**src/rtl/pfws_pkg.sv**
```systemverilog
package pfws_pkg;

    typedef enum logic [2:0] {
        ST_SEALED  = 3'd0,
        ST_RUN     = 3'd1,
        ST_GUARD   = 3'd2,
        ST_BACKUP  = 3'd3,
        ST_RECOVER = 3'd4
    } pfws_state_e;

    typedef struct packed {
        pfws_state_e state;
        logic        seal;
        logic        protect;
        logic        batt;
    } pfws_fsm_t;

endpackage

```
**src/rtl/pfws_sync.sv**
```systemverilog
module pfws_sync #(
    parameter int           WIDTH   = 3,
    parameter int           STAGES  = 2,
    parameter logic [WIDTH-1:0] RST_VAL = '0
) (
    input  logic             clk,
    input  logic             rst_n,
    input  logic [WIDTH-1:0] async_i,
    output logic [WIDTH-1:0] sync_o
);
    logic [WIDTH-1:0] chain_d [STAGES];
    logic [WIDTH-1:0] chain_q [STAGES];

    for (genvar s = 0; s < STAGES; s++) begin : g_stage
        if (s == 0) begin : g_first
            always_comb chain_d[s] = async_i;
        end else begin : g_next
            always_comb chain_d[s] = chain_q[s-1];
        end
        always_ff @(posedge clk) begin
            if (!rst_n) chain_q[s] <= RST_VAL;
            else        chain_q[s] <= chain_d[s];
        end
    end

    assign sync_o = chain_q[STAGES-1];
endmodule

```
**src/rtl/pfws_recovery_timer.sv**
```systemverilog
module pfws_recovery_timer #(
    parameter int unsigned CYCLES = 16
) (
    input  logic clk,
    input  logic rst_n,
    input  logic run_i,
    output logic done_o
);
    localparam int unsigned LAST = CYCLES - 1;
    localparam int          CW   = (CYCLES > 1) ? $clog2(CYCLES) : 1;

    logic [CW-1:0] cnt_d, cnt_q;

    always_comb begin
        cnt_d  = cnt_q;
        done_o = run_i && (cnt_q == CW'(LAST));
        if (!run_i)      cnt_d = '0;
        else if (!done_o) cnt_d = cnt_q + 1'b1;
    end

    always_ff @(posedge clk) begin
        if (!rst_n) cnt_q <= '0;
        else        cnt_q <= cnt_d;
    end


    cnt_bound_chk: assert property (@(posedge clk) disable iff (!rst_n)
        cnt_q <= CW'(LAST));


    cnt_clear_chk: assert property (@(posedge clk) disable iff (!rst_n)
        !run_i |=> cnt_q == '0);
endmodule

```
**src/rtl/pfws_fsm.sv**
```systemverilog
module pfws_fsm
    import pfws_pkg::*;
(
    input  logic        clk,
    input  logic        rst_n,
    input  logic        factory_rst,
    input  logic        ok_s,
    input  logic        low_s,
    input  logic        bat_s,
    input  logic        timer_done,
    output pfws_state_e state_o,
    output logic        seal_o,
    output logic        protect_o,
    output logic        batt_o
);
    pfws_fsm_t fsm_d, fsm_q;
    logic      good;

    always_comb begin
        good  = ok_s && !low_s;
        fsm_d = fsm_q;
        unique case (fsm_q.state)
            ST_SEALED:  if (good) fsm_d.state = ST_RECOVER;
            ST_RUN:     if (!good) fsm_d.state = ST_GUARD;
            ST_GUARD: begin
                if (bat_s && !fsm_q.seal) fsm_d.state = ST_BACKUP;
                else if (good)            fsm_d.state = ST_RECOVER;
            end
            ST_BACKUP:  if (!bat_s) fsm_d.state = ST_GUARD;
            ST_RECOVER: begin
                if (!good)          fsm_d.state = ST_GUARD;
                else if (timer_done) fsm_d.state = ST_RUN;
            end
            default:    fsm_d.state = ST_GUARD;
        endcase
        if (good) fsm_d.seal = 1'b0;
        fsm_d.protect = (fsm_d.state != ST_RUN);
        fsm_d.batt    = (fsm_d.state == ST_BACKUP) && !fsm_d.seal;
    end

    always_ff @(posedge clk) begin
        if (factory_rst) begin
            fsm_q.state   <= ST_SEALED;
            fsm_q.seal    <= 1'b1;
            fsm_q.protect <= 1'b1;
            fsm_q.batt    <= 1'b0;
        end else if (!rst_n) begin
            fsm_q.state   <= fsm_q.seal ? ST_SEALED : ST_GUARD;
            fsm_q.protect <= 1'b1;
            fsm_q.batt    <= 1'b0;
        end else begin
            fsm_q <= fsm_d;
        end
    end

    assign state_o   = fsm_q.state;
    assign seal_o    = fsm_q.seal;
    assign protect_o = fsm_q.protect;
    assign batt_o    = fsm_q.batt;


    sealed_exit_chk: assert property (@(posedge clk) disable iff (factory_rst || !rst_n)
        fsm_q.state == ST_SEALED |=> fsm_q.state inside {ST_SEALED, ST_RECOVER});

    run_exit_chk: assert property (@(posedge clk) disable iff (factory_rst || !rst_n)
        fsm_q.state == ST_RUN |=> fsm_q.state inside {ST_RUN, ST_GUARD});

    backup_exit_chk: assert property (@(posedge clk) disable iff (factory_rst || !rst_n)
        fsm_q.state == ST_BACKUP |=> fsm_q.state inside {ST_BACKUP, ST_GUARD});

    guard_exit_chk: assert property (@(posedge clk) disable iff (factory_rst || !rst_n)
        fsm_q.state == ST_GUARD |=> fsm_q.state inside {ST_GUARD, ST_BACKUP, ST_RECOVER});

    fail_exit_chk: assert property (@(posedge clk) disable iff (factory_rst || !rst_n)
        (fsm_q.state == ST_RUN && (!ok_s || low_s)) |=> fsm_q.state == ST_GUARD);

    run_entry_chk: assert property (@(posedge clk) disable iff (factory_rst || !rst_n)
        $rose(fsm_q.state == ST_RUN) |-> $past(timer_done));

    seal_sticky_chk: assert property (@(posedge clk) disable iff (factory_rst || !rst_n)
        !fsm_q.seal |=> !fsm_q.seal);
endmodule

```
**src/rtl/pfws_gate.sv**
```systemverilog
module pfws_gate #(
    parameter int CE_W = 2
) (
    input  logic            protect_i,
    input  logic [CE_W-1:0] host_ce_n,
    input  logic            host_we_n,
    input  logic            host_oe_n,
    output logic [CE_W-1:0] mem_ce_n,
    output logic            mem_we_n,
    output logic            mem_oe_n,
    output logic            hiz_o
);
    always_comb begin
        mem_ce_n = protect_i ? '1   : host_ce_n;
        mem_we_n = protect_i ? 1'b1 : host_we_n;
        mem_oe_n = protect_i ? 1'b1 : host_oe_n;
        hiz_o    = protect_i;
    end
endmodule

```
**src/rtl/pfws_supervisor.sv**
```systemverilog
module pfws_supervisor
    import pfws_pkg::*;
#(
    parameter int unsigned CLK_KHZ     = 125000,
    parameter int unsigned RECOVER_MS  = 125,
    parameter int          SYNC_STAGES = 2,
    parameter int          CE_W        = 2
) (
    input  logic            clk,
    input  logic            rst_n,
    input  logic            factory_rst,
    input  logic            vcc_above_op,
    input  logic            vcc_below_wp,
    input  logic            vcc_below_sw,
    input  logic [CE_W-1:0] host_ce_n,
    input  logic            host_we_n,
    input  logic            host_oe_n,
    output logic [CE_W-1:0] mem_ce_n,
    output logic            mem_we_n,
    output logic            mem_oe_n,
    output logic            write_protect,
    output logic            dq_force_hiz,
    output logic            batt_connect,
    output logic            seal_active,
    output logic [2:0]      status
);
    localparam int unsigned RECOVER_CYCLES = CLK_KHZ * RECOVER_MS;
    localparam logic [2:0]  FLAG_SAFE      = 3'b010;

    logic        any_rst_n;
    logic [2:0]  flags_s;
    logic        timer_done;
    pfws_state_e state;

    assign any_rst_n = rst_n && !factory_rst;

    pfws_sync #(.WIDTH(3), .STAGES(SYNC_STAGES), .RST_VAL(FLAG_SAFE)) i_sync (
        .clk     (clk),
        .rst_n   (any_rst_n),
        .async_i ({vcc_below_sw, vcc_below_wp, vcc_above_op}),
        .sync_o  (flags_s)
    );

    pfws_recovery_timer #(.CYCLES(RECOVER_CYCLES)) i_timer (
        .clk    (clk),
        .rst_n  (any_rst_n),
        .run_i  (state == ST_RECOVER),
        .done_o (timer_done)
    );

    pfws_fsm i_fsm (
        .clk         (clk),
        .rst_n       (rst_n),
        .factory_rst (factory_rst),
        .ok_s        (flags_s[0]),
        .low_s       (flags_s[1]),
        .bat_s       (flags_s[2]),
        .timer_done  (timer_done),
        .state_o     (state),
        .seal_o      (seal_active),
        .protect_o   (write_protect),
        .batt_o      (batt_connect)
    );

    pfws_gate #(.CE_W(CE_W)) i_gate (
        .protect_i (write_protect),
        .host_ce_n (host_ce_n),
        .host_we_n (host_we_n),
        .host_oe_n (host_oe_n),
        .mem_ce_n  (mem_ce_n),
        .mem_we_n  (mem_we_n),
        .mem_oe_n  (mem_oe_n),
        .hiz_o     (dq_force_hiz)
    );

    assign status = state;


    gate_hold_chk: assert property (@(posedge clk) disable iff (factory_rst || !rst_n)
        (state != ST_RUN) |-> (&mem_ce_n && mem_we_n && mem_oe_n && dq_force_hiz));

    sealed_no_batt_chk: assert property (@(posedge clk) disable iff (factory_rst || !rst_n)
        seal_active |-> !batt_connect);

    batt_state_chk: assert property (@(posedge clk) disable iff (factory_rst || !rst_n)
        batt_connect |-> state == ST_BACKUP);
endmodule

```
**config.mk**
```make
export PLATFORM = sky130hd
export DESIGN_NAME = pfws_supervisor
export DESIGN_NICKNAME = d
export VERILOG_FILES = /design/src/rtl/pfws_pkg.sv /design/src/rtl/pfws_sync.sv /design/src/rtl/pfws_recovery_timer.sv /design/src/rtl/pfws_fsm.sv /design/src/rtl/pfws_gate.sv /design/src/rtl/pfws_supervisor.sv
export SDC_FILE = /design/constraint.sdc
export NUM_CORES = 1
export LEC_CHECK = 0
export CAP_MARGIN = 0
export CELL_PAD_IN_SITES_DETAIL_PLACEMENT = 2
export CELL_PAD_IN_SITES_GLOBAL_PLACEMENT = 2
export CORE_MARGIN = 1.5
export CORE_UTILIZATION = 36
export CTS_CLUSTER_SIZE = 8
export DETAILED_ROUTE_END_ITERATION = 8
export DONT_BUFFER_PORTS = 1
export PLACE_DENSITY = 0.75
export SYNTH_ARGS = -nofsm -noshare
export SYNTH_HDL_FRONTEND = slang
export SYNTH_SLANG_ARGS = --single-unit
```
**constraint.sdc**
```tcl
create_clock -name clk -period 1.7 [get_ports clk]
set_input_delay 0.34 -clock clk [delete_from_list [all_inputs] [get_ports clk]]
set_output_delay 0.34 -clock clk [all_outputs]
set_load 0.005 [all_outputs]
```
==> flow_metrics.py <==
metrics = {
    "placed_design": {
        "gp_congestion": 0.8405,
        "portBuffers": 0,
        "dp_hpwl_um": 3306,
        "dpl_worst_slack_ns": -0.1279,
    },
    "critical_path": {
        "r2r_setup_slack_ns": 0.04,
        "path_buf_inv": 1,
        "cp_top_family": "simple AND/OR/NAND/NOR gates",
        "cp_common_cell": "nand4_1",
        "crit_slowest_cell": "dfxtp_4",
        "critPathMaxFanout": 4,
        "worst-setup-path-type": "flop to flop",
        "cp-end-kind": "flop",
        "path_cells": "ha_4 -> nand4_1 -> nor3_2 -> nand4_1 -> buf_4 -> mux2i_1 -> nor2_1",
        "cp.required_ns": 1.86,
        "cp_slowest_stage_delay_ns": 0.38,
        "arrival_ns": 1.82,
        "cp-start-kind": "flop",
    },
    "finish": {
        "seq_area_sq_um": 733.2,
        "multiInputGateArea_sq_um": 973.4,
        "layout.nets": 226,
        "diodes": 0,
        "layout.filler_cells": 487,
        "area_growth_pct": 18.86,
        "drive_gt1_share_pct": 25.12,
    },
    "yosys": {
        "syn-num-nets": 208,
        "synth_top_area_share_pct": 42.60,
        "synth_top_family_by_area": "simple AND/OR/NAND/NOR gates",
        "ys.flop_type": "dfxtp_1",
        "ys_ff_latch": 36,
        "ys_types": 38,
        "synth-simple-area-share_pct": 35.87,
        "yosys.area_share.adder_pct": 0.7396,
        "yosysSeqAreaShare_pct": 42.60,
        "syn_inst": 197,
        "synth-xor-area-share_pct": 8.284,
        "syn_avg_cell_area_sq_um": 8.587,
        "syn-cell-area_sq_mm": 0.001692,
        "yosys.area.top_type": "dfxtp_1",
        "synth_warnings": 0,
        "synth-edff-count": 0,
        "ys_top_cells_by_area": "dfxtp_1, xnor2_1, nor2_1, nand2_1, a21oi_1",
        "async_flop_share_pct": 0,
        "synth_mux_area_share_pct": 0.5917,
        "synth_compound_area_share_pct": 8.432,
    },
    "floorplanning": {
        "coreArea_sq_mm": 0.004444,
        "die_y_um": 71.55,
        "io-pin-count": 21,
        "die-area_sq_mm": 0.005119,
        "start_util_pct": 38.06,
        "die_w_um": 71.55,
        "rows": 24,
    },
    "timing": {
        "rsz0062_at_grt": "yes",
        "hold_viol_final": 0,
        "finalCriticalPeriod_ns": 1.657,
        "setup_viol": 0,
        "relSlewSlack_pct": 77.11,
        "fin_crit_sh_pct": 97.49,
        "tns_ns": 0,
        "max_freq_ghz": 0.6034,
        "setup_slack_ns": 0.04265,
        "tightest_slew_ns": 0.3385,
        "slew_violations": 0,
        "hold-worst-slack_ns": 0.1421,
        "finClkSkew_ns": 0.003560,
    },
    "pwr": {
        "p_comb_share_pct": 0.9,
        "leakagePower_nw": 0.6642,
        "power.switching_uw": 288.9,
        "powerDensity_mw_per_mm2": 704.8,
        "pwr-share-clk_pct": 39.5,
        "p_sw_share_pct": 20.39,
        "peakVddDrop_v": 0.0003327,
        "p_int_mw": 1.128,
        "seq_power_share_pct": 59.6,
    },
    "global_routing": {
        "grt_pass1_wl_um": 7721,
        "grt_max_degree": 18,
        "track_usage_pct": 19.35,
        "grt_overflow": 0,
        "antenna_found_initial": 0,
        "grt_pass1_vias": 1658,
    },
    "clock_tree": {
        "path_clk_slew_ns": 0.07,
        "clock_latency_ns": 0.28,
        "cts_root_buf": "clkbuf_8",
        "htree_levels": 2,
        "clockBufferDepth": 2,
        "cts_buffers": 5,
        "clock-sinks": 36,
        "cts_hold_buf": 0,
        "tritoncts": "built",
    },
    "run": {
        "drv_cap": 0,
    },
    "route": {
        "drt_iter0_drc": 65,
        "ant_nets": 0,
        "vias": 1500,
        "first_pass_iters": 6,
        "routedWlPerCell_um": 17.36,
        "drc": 4,
        "finalWirelength_um": 4635,
        "vias_per_cell": 5.618,
    },
    "run_status": {
        "violations": "DRC",
        "status": "complete, but fails checks",
    },
    "worst_hold_path": {
        "min_path_type": "primary input to flop",
    },
}
[worst paths after layout]
| kind | startpoint | to | cells after the start |
|---|---|---|---|
| max | i_timer.cnt_q[1] | i_timer.cnt_q[1] | 7 |
| min | factory_rst | i_fsm.seal_o | 1 |
| max reg2reg | i_timer.cnt_q[1] | i_timer.cnt_q[1] | 7 |
| min reg2reg | i_sync.chain_q[0][1] | i_sync.chain_q[1][1] | 1 |
[metrics by stage]
stage / utilization (%) / total power [mW] / instance area, sq um / cells
floorplan: - / 0.8757 / 1692 / 197
global placement: 41.50 / 0.8792 / 1844 / 258
detailed placement: 41.50 / 0.8801 / 1844 / 258
CTS: 43.67 / 1.444 / 1941 / 266
global route: 45.24 / 1.488 / 2011 / 267
finish: 45.24 / 1.417 / 2011 / 267
[registers in the layout, indices dropped and copies added, names as in the netlist]
register         cells
i_fsm.batt_o         1
i_fsm.protect_o      1
i_fsm.seal_o         1
i_fsm.state_o        3
i_sync.chain_q       6
i_timer.cnt_q       24
[synth_stat cells (4+ instances only)]
cell type,number
nand2_1,16
o21ai_0,8
nor3_1,8
a21oi_1,11
dfxtp_1,36
inv_1,5
nand3_1,8
nand2b_1,5
nand4_1,4
nor2_1,23
or3_1,7
or2_2,4
and2_1,6
xnor2_1,13
[cell families (layout without fill, tap and decap cells)]
| family | Yosys count | count (layout) |
|---|---|---|
| AND/OR/NAND/NOR | 105 | 105 |
| adder cells (fa/ha/maj) | 1 | 1 |
| XOR/XNOR | 16 | 16 |
| AO/OA/AOI/OAI | 25 | 25 |
| buffers and inverters | 13 | 31 |
| multiplexers | 1 | 1 |
| flip-flops | 36 | 36 |
[metal layers]
| metal | vias up | GRT usage (%) | routed length (um) | part of all wire (%) |
|---|---|---|---|---|
| met5 | - | 0 | 0 | 0 |
| met4 | 0 | 7.547 | 76 | 1.6 |
| met3 | 7 | 4.923 | 183 | 3.9 |
| met2 | 34 | 34.58 | 2387 | 51 |
| met1 | 743 | 22.11 | 1987 | 43 |
| li1 | 716 | - | - | - |
[cell usage in the layout (no fill, tap or decap), types with 2 or more instances in the layout]
cell	instances
and4_1	3
nor2b_1	3
inv_1	5
or2_2	4
a31o_2	2
nor2_2	2
nand2b_1	5
nand3_1	8
and2_1	6
and3_1	2
nand2_1	15
nor4_1	2
dfxtp_1	30
nor4_2	3
o21ai_0	8
nand4_1	4
nor3_1	6
xor2_1	3
dfxtp_2	4
nor4_4	2
nor3_2	2
buf_4	19
nor2_1	23
dfxtp_4	2
xnor2_1	12
or3_1	6
a21oi_1	11
nor4b_1	2
clkbuf_8	5
[repair_timing]
item	4_1_cts	5_1_grt
hold endpoints to repair	0	0
gates resized for setup	4	16
setup endpoints to repair	9	18
pin swaps	1	5
setup buffers	1	1
[power by group through the flow]
stage | Sequential [mW] | Clock [mW] | Combinational [mW]
6_report | 0.845 | 0.560 | 0.0122
3_5_place_dp | 0.868 | 0 | 0.0125
5_1_grt | 0.845 | 0.630 | 0.0139
4_1_cts | 0.848 | 0.584 | 0.0127
2_1_floorplan | 0.867 | 0 | 0.00861
3_3_place_gp | 0.867 | 0 | 0.0120
[area by class of cell]
| cell class | instances | area share [%] |
|---|---|---|
| multi-input cells | 148 | 48.41 |
| repair buffers | 19 | 7.094 |
| clock inverters | 1 | 0.2489 |
| inverters | 5 | 0.9334 |
| flip-flops and latches | 36 | 36.47 |
| clock buffers | 6 | 3.609 |
| well taps | 52 | 3.236 |
Note: power is estimated with default switching activity, not from simulation.
